`src/rtl/irq_ctrl_pkg.sv`:
```
package irq_ctrl_pkg;

    parameter int unsigned NSRC    = 6;
    parameter int unsigned LVL_W   = 2;
    parameter int unsigned LVLS    = 1 << LVL_W;
    parameter int unsigned VEC_W   = $clog2(NSRC);
    parameter int unsigned DW      = 8;
    parameter int unsigned GEN_BIT = DW - 1;

    typedef logic [LVL_W-1:0] lvl_t;
    typedef logic [VEC_W-1:0] vec_t;
    typedef logic [LVLS-1:0]  lmask_t;

    typedef enum logic [1:0] {
        SEL_ENABLE  = 2'd0,
        SEL_PRIO_LO = 2'd1,
        SEL_PRIO_HI = 2'd2,
        SEL_NONE    = 2'd3
    } wsel_e;

    typedef struct packed {
        logic valid;
        lvl_t lvl;
        vec_t vec;
    } grant_t;

    // Index of the highest set bit of a level mask (0 when empty).
    function automatic lvl_t top_level(input lmask_t m);
        lvl_t r;
        r = '0;
        for (int i = 0; i < int'(LVLS); i++) begin
            if (m[i]) r = lvl_t'(i);
        end
        return r;
    endfunction

endpackage

```
`src/rtl/irq_regs.sv`:
```
module irq_regs
    import irq_ctrl_pkg::*;
#(
    parameter int unsigned N_SRC  = NSRC,
    parameter int unsigned DATA_W = DW
) (
    input  logic              clk,
    input  logic              rst,
    input  logic              wr_en,
    input  logic [1:0]        wr_sel,
    input  logic [DATA_W-1:0] wr_data,
    output logic [N_SRC-1:0]  en_q,
    output logic              glb_q,
    output logic [N_SRC-1:0]  plo_q,
    output logic [N_SRC-1:0]  phi_q
);
    localparam int unsigned GBIT = DATA_W - 1;

    wsel_e sel;
    assign sel = wsel_e'(wr_sel);

    always_ff @(posedge clk) begin
        if (rst) begin
            en_q  <= '0;
            glb_q <= 1'b0;
            plo_q <= '0;
            phi_q <= '0;
        end else if (wr_en) begin
            case (sel)
                SEL_ENABLE: begin
                    en_q  <= wr_data[N_SRC-1:0];
                    glb_q <= wr_data[GBIT];
                end
                SEL_PRIO_LO: plo_q <= wr_data[N_SRC-1:0];
                SEL_PRIO_HI: phi_q <= wr_data[N_SRC-1:0];
                default: ;
            endcase
        end
    end

endmodule

```
`src/rtl/irq_arbiter.sv`:
```
module irq_arbiter
    import irq_ctrl_pkg::*;
#(
    parameter int unsigned N_SRC = NSRC
) (
    input  logic [N_SRC-1:0] src_req,
    input  logic [N_SRC-1:0] en,
    input  logic             glb,
    input  logic [N_SRC-1:0] plo,
    input  logic [N_SRC-1:0] phi,
    input  lmask_t           in_service,
    output grant_t           grant
);
    logic [N_SRC-1:0] qual;
    lvl_t             src_lvl [N_SRC];

    for (genvar s = 0; s < int'(N_SRC); s++) begin : g_src
        assign qual[s]    = src_req[s] & en[s] & glb;
        assign src_lvl[s] = {phi[s], plo[s]};
    end

    lvl_t cur;
    logic busy;
    assign cur  = top_level(in_service);
    assign busy = |in_service;

    always_comb begin
        grant = '0;
        for (int l = int'(LVLS) - 1; l >= 0; l--) begin
            for (int s = 0; s < int'(N_SRC); s++) begin
                if (!grant.valid && qual[s] && int'(src_lvl[s]) == l
                    && (!busy || l > int'(cur))) begin
                    grant.valid = 1'b1;
                    grant.lvl   = lvl_t'(l);
                    grant.vec   = vec_t'(s);
                end
            end
        end
    end

endmodule

```
`src/rtl/irq_inservice.sv`:
```
module irq_inservice
    import irq_ctrl_pkg::*;
(
    input  logic   clk,
    input  logic   rst,
    input  logic   ack,
    input  logic   reti,
    input  grant_t grant,
    output lmask_t mask_q
);
    lmask_t nxt;

    always_comb begin
        nxt = mask_q;
        if (reti && (|mask_q)) nxt[top_level(mask_q)] = 1'b0;
        if (ack && grant.valid) nxt[grant.lvl] = 1'b1;
    end

    always_ff @(posedge clk) begin
        if (rst) mask_q <= '0;
        else     mask_q <= nxt;
    end

endmodule

```
`src/rtl/nested_irq_ctrl.sv`:
```
module nested_irq_ctrl
    import irq_ctrl_pkg::*;
#(
    parameter int unsigned N_SRC  = NSRC,
    parameter int unsigned DATA_W = DW
) (
    input  logic              clk,
    input  logic              rst,
    input  logic              wr_en,
    input  logic [1:0]        wr_sel,
    input  logic [DATA_W-1:0] wr_data,
    input  logic [N_SRC-1:0]  src_req,
    input  logic              ack,
    input  logic              reti,
    output logic              irq_req,
    output logic [VEC_W-1:0]  irq_vec,
    output logic [LVL_W-1:0]  irq_lvl,
    output logic [LVLS-1:0]   active_mask
);
    logic [N_SRC-1:0] en_q, plo_q, phi_q;
    logic             glb_q;
    grant_t           grant;
    lmask_t           mask_q;

    irq_regs #(.N_SRC(N_SRC), .DATA_W(DATA_W)) u_regs (
        .clk(clk), .rst(rst), .wr_en(wr_en), .wr_sel(wr_sel), .wr_data(wr_data),
        .en_q(en_q), .glb_q(glb_q), .plo_q(plo_q), .phi_q(phi_q)
    );

    irq_arbiter #(.N_SRC(N_SRC)) u_arb (
        .src_req(src_req), .en(en_q), .glb(glb_q), .plo(plo_q), .phi(phi_q),
        .in_service(mask_q), .grant(grant)
    );

    irq_inservice u_isr (
        .clk(clk), .rst(rst), .ack(ack), .reti(reti), .grant(grant), .mask_q(mask_q)
    );

    assign irq_req     = grant.valid;
    assign irq_vec     = grant.vec;
    assign irq_lvl     = grant.lvl;
    assign active_mask = mask_q;

endmodule

```
`config.mk`:
```
export PLATFORM = sky130hd
export DESIGN_NAME = nested_irq_ctrl
export DESIGN_NICKNAME = d
export VERILOG_FILES = /design/src/rtl/irq_ctrl_pkg.sv /design/src/rtl/irq_regs.sv /design/src/rtl/irq_arbiter.sv /design/src/rtl/irq_inservice.sv /design/src/rtl/nested_irq_ctrl.sv
export SDC_FILE = /design/constraint.sdc
export NUM_CORES = 1
export LEC_CHECK = 0
export ABC_AREA = 1
export BUFFER_PORTS_ARGS = -buffer_cell sky130_fd_sc_hd__buf_4
export CORE_MARGIN = 3
export CORE_UTILIZATION = 35
export DETAILED_ROUTE_END_ITERATION = 8
export PLACE_DENSITY_LB_ADDON = 0.12
export RECOVER_POWER = 25
export SLEW_MARGIN = 20
export SYNTH_ARGS = -nofsm -noshare
export SYNTH_HDL_FRONTEND = slang
export SYNTH_SLANG_ARGS = --single-unit
```
`constraint.sdc`:
```
create_clock -name clk -period 3.3 [get_ports clk]
set_clock_uncertainty 0.2 [all_clocks]
set_input_delay 0.165 -clock clk [delete_from_list [all_inputs] [get_ports clk]]
set_output_delay 0.165 -clock clk [all_outputs]
set_load 0.03 [all_outputs]
```
### Word-level counts from Yosys, hierarchy flattened

Index checks and enable logic that the tools add are counted.

| word-level totals | value |
|---|---|
| memories | 0 |
| logic and storage cells | 194 |
| bits of input ports | 21 |
| output and inout port bits | 10 |
| memory bits (read-only) | 0 |
| bits in writable memories | 0 |
| bits in registers | 23 |
| latch bits | 0 |

| cells by class | value |
|---|---|
| multiplexer cells | 34 |
| equality and inequality tests | 20 |
| $lt $le $gt $ge | 7 |
| reductions and logical operators | 113 |
| shifts and indexed selects | 0 |
| multiply operators | 0 |
| add/sub/neg operators | 0 |
| bitwise operators | 15 |
| divide/modulo/power cells | 0 |

Operators by type and width:

| cell | number |
|---|---|
| two-way mux 6 bit | 24 |
| logical AND 1 bit | 75 |
| equality test 2 bit (second input constant) | 13 |
| logical NOT 1 bit | 24 |
| equality test 2 x 1 -> 1 bit (second input constant) | 7 |
| logical NOT 2 bit | 7 |
| bitwise AND 1 bit | 12 |
| two-way mux 4 bit | 2 |
| less-than comparator 2 x 3 -> 1 bit (second input constant) | 2 |
| two-way mux 2 bit | 3 |
| AND reduction 2 bit | 3 |
| bitwise AND 4 bit | 1 |
| demux 1 bit (select 2 bit) | 2 |
| >= comparator 2 x 1 -> 1 bit (second input constant) | 2 |
| greater-than comparator 2 bit (first input constant) | 2 |
| inverter 4 bit | 1 |
| bitwise OR 4 bit | 1 |
| OR reduction 4 bit | 1 |
| logical OR 1 bit | 3 |
| two-way mux 1 bit | 3 |
| greater-than comparator 1 x 2 -> 1 bit (first input constant) | 1 |

### Longest topological paths before layout

Gate-level depths: netlist of run 1.

| depth | value |
|---|---|
| depth in word-level cells | 128 |
| gate-level depth with buffers | 18 |
| depth with buffers taken out | 18 |

### Cells and area by module

A second synthesis of run 1 with hierarchy kept.

| unflattened totals | value |
|---|---|
| cell total of the unflattened synthesis | 291 |
| area, all modules | 1799.2 µm² |

By module, submodules not included:

| module | area each (µm²) | sequential area each (µm²) | times used | cells an instance |
|---|---|---|---|---|
| irq_regs | 873.3 | 380.4 | 1 | 126 |
| irq_arbiter | 739.5 | 0.0 | 1 | 138 |
| irq_inservice | 186.4 | 80.1 | 1 | 27 |

### Worst setup path after synthesis of run 1

OpenSTA, ideal clock, no wires.

| path | value |
|---|---|
| path kind | register -> output |
| start | register u_isr.mask_q[3] |
| end | output irq_vec[0] |
| arrival | 2.670 ns |
| slack | 0.265 ns |
| stages on the path, launching flop included | 17 |
| data required time | 2.935 ns |
| cells stage by stage | dfxtp_1 inv_2 nand3_1 nor2_1 nor2_4 nand2_2 nor2_4 nand4_2 nor2_4 nand4_4 nor2_4 nand4_2 nor2_4 nand4_4 nor2_4 nand3_1 o21ai_1 |

| on the way | value |
|---|---|
| cells in the longest elaborated chain, start to end | 120 |
| elaborated cells on any way between the ends | 126 |
| classes of those cells | 3 x order compare; 25 x mux; 98 x reduce/logical |

Ends and longest elaborated chain:

| item | RTL line | source |
|---|---|---|
| start: declaration | irq_inservice.sv:9 | `output lmask_t mask_q` |
| start signal: assignment | irq_inservice.sv:21 | `else mask_q <= nxt;` |
| two-way mux 2 bit or OR reduction 4 bit (tied branches) | irq_ctrl_pkg.sv:32, irq_arbiter.sv:25 |  |
| greater-than comparator 2 bit or logical NOT 1 bit (tied branches) | irq_arbiter.sv:32 | `&& (!busy \|\| l > int'(cur))) begin` |
| logical OR 1 bit | irq_arbiter.sv:32 |  |
| logical AND 1 bit | irq_arbiter.sv:32 |  |
| two-way mux 6 bit | irq_arbiter.sv:31 | `if (!grant.valid && qual[s] && int'(src_lvl[s]) == l` |
| logical NOT 1 bit | irq_arbiter.sv:31 |  |
| logical AND 1 bit (2 in a row) | irq_arbiter.sv:31 |  |
| logical AND 1 bit | irq_arbiter.sv:32 |  |
| [... 101 more ...] | - |  |
| logical NOT 1 bit | irq_arbiter.sv:31 |  |
| logical AND 1 bit (2 in a row) | irq_arbiter.sv:31 |  |
| logical AND 1 bit | irq_arbiter.sv:32 |  |
| two-way mux 6 bit | irq_arbiter.sv:31 |  |
| logical NOT 1 bit | irq_arbiter.sv:31 |  |
| logical AND 1 bit (2 in a row) | irq_arbiter.sv:31 |  |
| logical AND 1 bit | irq_arbiter.sv:32 |  |
| two-way mux 6 bit * | irq_arbiter.sv:31 |  |
| end: declaration | nested_irq_ctrl.sv:16 | `output logic [VEC_W-1:0] irq_vec,` |

Every way passes the cells marked *; elsewhere a longest branch is shown, timed or not.

### Worst setup path after layout of run 1

| path | value |
|---|---|
| start | register u_isr.mask_q[3] |
| end | output irq_vec[2] |

Same word-level chain as after synthesis.

==> flow_summary_export.csv, run 1 <==
group,metric,value,unit
outcome,status,"complete, no violations",
floorplan,initial_core_util,37.6,%
synth,syn-instance-count,224,
drt,wl_met3,171,um
synth,synth_cell_types,26,
clocking,cts_buffer_depth,2,
setup_path,ff2ff_setup_slack,0.57,ns
sta,setup_viol,0,
cells_and_area,diodes,0,
setup_path,crit_type,"flip-flop to primary output",
clocking,cts-root-buf,"clkbuf_8",
drt,drtIter0Drc,92,
power,peakVddDrop,0.151,mV
grt,grt.overflow.total,0,
drt,met1_length,2200,um
setup_path,ff2ff_path_depth,18,
floorplan,rows,23,
clocking,clkSinkCount,23,
setup_path,arrival,2.75,ns
synth,syn-mean-instance-area,7.01,um^2
grt,antenna_found_initial,0,
synth,ys.warnings.count,0,
floorplan,die_y,73.0,um
synth,syn-cell-area,0.00157,mm^2
placed_design,dpl.hpwl,3400,um
setup_path,cp.required,2.93,ns
setup_path,r2r-end,"u_isr.mask_q[1]$_SDFF_PP0_",
synth,ys_seq_area_share,29.3,%
drt,via_count,1681,
grt,track_usage,17.6,%
drt,top_layer,"met4",
cells_and_area,layout_commonest_cell,"inv_1",
sta,tightest_slew,0.638,ns
sta,timing.setup.tns,0,ns
clocking,clk_latency,0.26,ns
drt,detail-route-antenna-nets,0,
drt,first_pass_iters,4,
drt,wl_met2,1880,um
drt,wire_per_inst,13.3,um
grt,grt_max_degree,24,
grt,grt_pass1_vias,1547,
sta,slew_headroom,57.1,%
cells_and_area,final_layout_size_suffix_gt1_share,25.5,%
placed_design,placed_cells,305,
setup_path,end_kind,"primary output",
sta,final_hold_viol_count,0,
placed_design,portBuffers,29,
sta,whs,0.0541,ns
cells_and_area,fin_nets,293,
clocking,tritoncts,"yes",
grt,grt_pass1_wl,7340,um
power,p_leak,0.850,nW
floorplan,core_area,0.00417,mm^2
power,p_per_area,257,mW/mm^2
cells_and_area,stdcell_count,321,
synth,async_reset_ff_share,0,%
cells_and_area,area_delta_synth_final,32.6,%
drt,routed_via_density,5.24,
synth,synth_seq_cells,23,
worst_hold_path,hold_class,"input port to flip-flop",
drt,routed_wl,4280,um
setup_path,cp_max_fo,6,
sta,max_freq,0.321,GHz
setup_path,startpoint,"u_isr.mask_q[3]$_SDFF_PP0_",
clocking,numCtsBuffers,3,
synth,syn_nets,245,
sta,slew_viol_final,0,
floorplan,die_x,73.0,um
clocking,ctsHtreeMaxLevel,1,
floorplan,io_pins,31,
placed_design,gp_congestion,0.819,
cells_and_area,final_cell_mix,"inv_1 (34), buf_4 (33), nand2_1 (25)",
clocking,cts.reportedPaths.clkPinSlew,0.08,ns
run,maxCapViolations,0,
floorplan,die-area,0.00533,mm^2
setup_path,worstReg2RegStart,"u_isr.mask_q[3]$_SDFF_PP0_",
setup_path,cp-start-kind,"flip-flop",
synth,synth_edf_count,0,
drt,drc,0,
setup_path,endpoint,"irq_vec[2]",
sta,period_minus_slack,3.11,ns
synth,synth-main-ff-cell,"dfxtp_1",
sta,fin_crit_sh,94.4,%
==> worst min-delay path by stage <==
stage / startpoint / end / cells after the start
2_1_floorplan: rst / u_regs.phi_q[1]$_SDFFE_PP0P_ / 1
3_3_place_gp: wr_data[7] / u_regs.glb_q$_SDFFE_PP0P_ / 3
3_5_place_dp: wr_data[7] / u_regs.glb_q$_SDFFE_PP0P_ / 3
4_1_cts: ack / u_isr.mask_q[3]$_SDFF_PP0_ / 3
5_1_grt: rst / u_regs.glb_q$_SDFFE_PP0P_ / 2
6_report: rst / u_regs.glb_q$_SDFFE_PP0P_ / 2
==> critical path, cell delays in order, from the launching register on <==
cell     delay (ns)
dfxtp_4        0.37
inv_2          0.07
nand3_2        0.08
nor2_1         0.07
nor2_4         0.13
nand2_2        0.08
nor2_4         0.11
nand4_4        0.10
nor2_4         0.16
nand4_4        0.11
nor2_4         0.18
nand4_4        0.11
nor2_4         0.17
nand4_4        0.12
nor2_4         0.17
nand2_1        0.06
a21o_1         0.15
nand4_1        0.08
buf_6          0.14
==> per-layer routing <==
metal | up-vias | track usage [%]
li1 | 886 | -
met4 | 0 | 4.30
met1 | 756 | 25.9
met2 | 37 | 26.4
met3 | 2 | 2.89
met5 | - | 0
==> kinds of logic after synthesis <==
family                 Yosys count  synth area share [%]
AO/OA/AOI/OAI                   43                  17.0
buffers and inverters           42                  10.0
flip-flops                      23                  29.3
AND/OR/NAND/NOR                116                  43.7
==> cell type report <==
class                           instances  area (um^2)
Fill cell                             428         2090
Multi-Input combinational cell        159         1000
Sequential cell                        23          468
Timing Repair Buffer                   47          362
Inverter                               38          143
Tap cell                               50         62.6
Clock buffer                            4         45.0
==> timing repair <==
item	4_1_cts	5_1_grt
endpoints found under the setup margin	0	4
gates resized for setup	0	14
setup buffers	0	4
endpoints found under the hold margin	11	1
hold buffers	7	1
==> flip-flops by register name (all words and copies together) (netlist names) <==
register and cells:
u_regs.plo_q 6, u_regs.en_q 6, u_regs.glb_q 1, u_isr.mask_q 4, u_regs.phi_q 6
==> report_power, final <==
group	internal, mW	leakage, nW	switching, mW
registers	0.287	0.189	0.0102
clock network	0.0862	0.0228	0.0889
logic	0.0296	0.638	0.0328
total	0.402	0.850	0.132
==> stage by stage <==
stage	worst slack (ns)	instance area (um^2)	total power, mW	utilization [%]
after floorplan	0.265	1570	0.329	-
after global routing	-0.00467	2080	0.567	49.9
final	0.186	2080	0.534	49.9
after global placement	0.463	1880	0.359	45.1
after CTS	0.151	2000	0.541	47.8
after detailed placement	0.447	1880	0.359	45.1
==> cell usage after synthesis, types with 3 or more instances <==
library cell	instances	area (um^2)
nor3_1	8	40.0
nand4_4	3	63.8
a211oi_1	13	97.6
nor2_1	22	82.6
nand3_2	4	40.0
nand3_1	17	85.1
nor2_4	7	78.8
inv_2	4	15.0
nand4_1	10	62.6
o21ai_0	9	45.0
dfxtp_1	23	460
inv_1	34	128
a21oi_1	13	65.1
nand2_1	25	93.8
nor4_1	13	81.3
clkbuf_1	4	15.0
Power figures use the tool's default switching activity.
==> run 2: changes to the inputs <==
==> constraint.sdc (replaced) <==
create_clock -name clk -period 2.7 [get_ports clk]
set_clock_uncertainty 0.2 [all_clocks]
set_input_delay 0.135 -clock clk [delete_from_list [all_inputs] [get_ports clk]]
set_output_delay 0.135 -clock clk [all_outputs]
set_load 0.03 [all_outputs]
==> run 2 against run 1 <==
Net effect:
- the flow now finishes with violations (negative setup slack)
- sequential share of layout area shrank 3.4 points
- first-iteration DRC count shrank 58%
- count of clock-buffer cells in the layout shrank 1
- cell count grew 8.1%
- clock power grew 24%
- global-route usage grew 1.1 points
- non-clock buffer count grew 26
- power grew 25%
- via count grew 4.5%
- sequential power grew 23%
- die area is the same
- core utilization grew 8.9 points
- largest power group unchanged
==> flow_summary_export.csv, run 2 (synthesis results as in run 1) <==
group,metric,value,unit
sta,setup_viol,8,
grt,grt.overflow.total,0,
worst_hold_path,hold_class,"input port to flip-flop",
drt,routed_via_density,5.06,
setup_path,cp_top_family,"simple AND/OR/NAND/NOR gates",
floorplan,die_y,73.0,um
power,p_per_area,272,mW/mm^2
sta,slew_viol_final,0,
clocking,cts.reportedPaths.clkPinSlew,0.09,ns
setup_path,worstReg2RegStart,"u_isr.mask_q[3]$_SDFF_PP0_",
grt,grt_max_degree,24,
setup_path,crit_chain,"inv_6 > nand3_4 > nor2_4 > nor2_4 > nand2_2 > nor2_4 > nand4_4 > nor2_4 > nand4_4 > nor2_4 > nand4_4 > nor2_4 > nand4_4 > nor2_4 > nand2_1 > a21o_1 > nand4_1 > buf_6",
setup_path,cp-start-kind,"flip-flop",
setup_path,r2r-end,"u_isr.mask_q[0]$_SDFF_PP0_",
outcome,status,"finished, violations left",
clocking,numCtsBuffers,3,
worst_hold_path,min_from,"wr_sel[1]",
cells_and_area,area_delta_synth_final,56.2,%
clocking,tritoncts,"yes",
setup_path,cp.required,2.37,ns
setup_path,cp.depth,18,
floorplan,die-area,0.00533,mm^2
cells_and_area,final_core_util,58.8,%
floorplan,core_area,0.00417,mm^2
setup_path,crit_buf_inv,2,
sta,fin_ws,-0.228,ns
setup_path,startpoint,"u_isr.mask_q[3]$_SDFF_PP0_",
setup_path,ff2ff_setup_slack,-0.04,ns
placed_design,dpl.hpwl,3630,um
setup_path,crit_slowest_cell,"dfxtp_4",
cells_and_area,final_cell_mix,"buf_4 (55), inv_1 (34), nand2_1 (25)",
grt,track_usage,18.6,%
cells_and_area,fillers,397,
outcome,violations,"negative setup slack",
cells_and_area,final_layout_size_suffix_gt1_share,37.4,%
drt,routed_wl,4630,um
clocking,ctsHtreeMaxLevel,1,
floorplan,initial_core_util,37.6,%
sta,max_freq,0.342,GHz
setup_path,cp_max_fo,6,
setup_path,arrival,2.59,ns
grt,antenna_found_initial,0,
run,maxCapViolations,0,
sta,rsz0062_at_grt,"yes",
drt,detail-route-antenna-nets,0,
floorplan,io_pins,31,
setup_path,end_kind,"primary output",
sta,final_hold_viol_count,0,
drt,wire_per_inst,13.3,um
sta,period_minus_slack,2.93,ns
clocking,clkSinkCount,23,
grt,grt_pass1_wl,7770,um
drt,drc,0,
drt,drtIter0Drc,39,
sta,fin_crit_sh,108,%
drt,first_pass_iters,4,
cells_and_area,fin_nets,319,
power,peakVddDrop,0.245,mV
setup_path,crit_type,"flip-flop to primary output",
floorplan,rows,23,
sta,tightest_slew,1.14,ns
setup_path,endpoint,"irq_vec[2]",
cells_and_area,layout_commonest_cell,"buf_4",
sta,slew_headroom,23.9,%
cells_and_area,diodes,0,
setup_path,ff2ff_path_depth,20,
clocking,cts_buffer_depth,2,
setup_path,cpPeakStageDelay,0.39,ns
grt,grt_pass1_vias,1680,
floorplan,die_x,73.0,um
clocking,clk_latency,0.27,ns
setup_path,crit_top_cell,"nor2_4",
power,p_leak,1.01,nW
cells_and_area,largestRegisters,"u_regs.en_q (6), u_regs.phi_q (6), u_regs.plo_q (6)",
clocking,cts-root-buf,"clkbuf_8",
sta,whs,0.0902,ns
drt,via_count,1757,
placed_design,portBuffers,29,
power,power,0.668,mW
placed_design,gp_congestion,0.846,
[run 2: changes by cell type in the layout (fill, tap and decap cells not counted), sizes merged]
cell         before  now
buf              34   63
clkbuf            9    4
clkinv            0    1
dlygate4sd3       8    9
[run 2: timing repair]
action,CTS,global route
pin swaps,2,7
hold endpoints to repair,23,0
gates resized for setup,19,22
hold buffers,9,0
gates cloned,0,0
buffers inserted,7,5
setup endpoints to repair,5,9
[run 2: stage by stage]
step	instances	setup WS [ns]	cell area [um^2]	setup TNS (ns)
2_1_floorplan	224	0.00169	1600	0
3_3_place_gp	322	0.0212	2040	0
3_5_place_dp	322	-0.0279	2040	-0.0279
4_1_cts	342	-0.210	2300	-0.868
5_1_grt	347	-0.399	2450	-2.32
6_report	347	-0.228	2450	-0.867
[run 2: metal layers]
metal / vias to the layer above / global-route usage, % / routed length, um
met4: 0 / 5.53 / 68
met1: 793 / 25.8 / 2280
met3: 7 / 2.48 / 109
met5: - / 0 / 0
met2: 24 / 29.9 / 2170
li1: 933 / - / -
[run 2: power breakdown]
part	total, mW	switching (mW)	leakage, nW	internal, mW
clock	0.217	0.114	0.0255	0.103
combinational	0.0849	0.0432	0.799	0.0417
sequential	0.366	0.0155	0.189	0.350
total	0.668	0.173	1.01	0.495
[run 2: worst register-to-register path, stage by stage (launching register included)]
cell,delay [ns]
dfxtp_4,0.39
inv_6,0.07
nand3_4,0.07
nor2_4,0.05
nor2_4,0.11
nand2_2,0.08
nor2_4,0.11
nand4_4,0.10
nor2_4,0.13
nand4_4,0.10
nor2_4,0.13
nand4_4,0.11
nor2_4,0.17
nand4_4,0.11
nor2_4,0.15
buf_6,0.11
nand4_4,0.08
buf_6,0.16
nand2_4,0.06
nand2_1,0.06
a21oi_2,0.12
[run 2: final cells by class]
type | instances | area, um^2 | area share [%]
multi-input combinational | 159 | 1130 | 46.0
clock buffer | 3 | 41.3 | 1.68
timing repair buffer | 73 | 597 | 24.3
clock inverter | 1 | 5.00 | 0.204
tap | 50 | 62.6 | 2.55
inverter | 38 | 150 | 6.12
sequential | 23 | 468 | 19.1
[run 2: worst min path at each step]
stage                                   endpoint  slack (ns)  cells after the start
detailed placement     u_regs.glb_q$_SDFFE_PP0P_        0.21                      3
CTS                  u_regs.en_q[4]$_SDFFE_PP0P_        0.09                      5
floorplan           u_regs.phi_q[1]$_SDFFE_PP0P_        0.01                      1
global route           u_regs.glb_q$_SDFFE_PP0P_        0.12                      5
finish               u_regs.en_q[4]$_SDFFE_PP0P_        0.09                      5
global placement       u_regs.glb_q$_SDFFE_PP0P_        0.20                      3
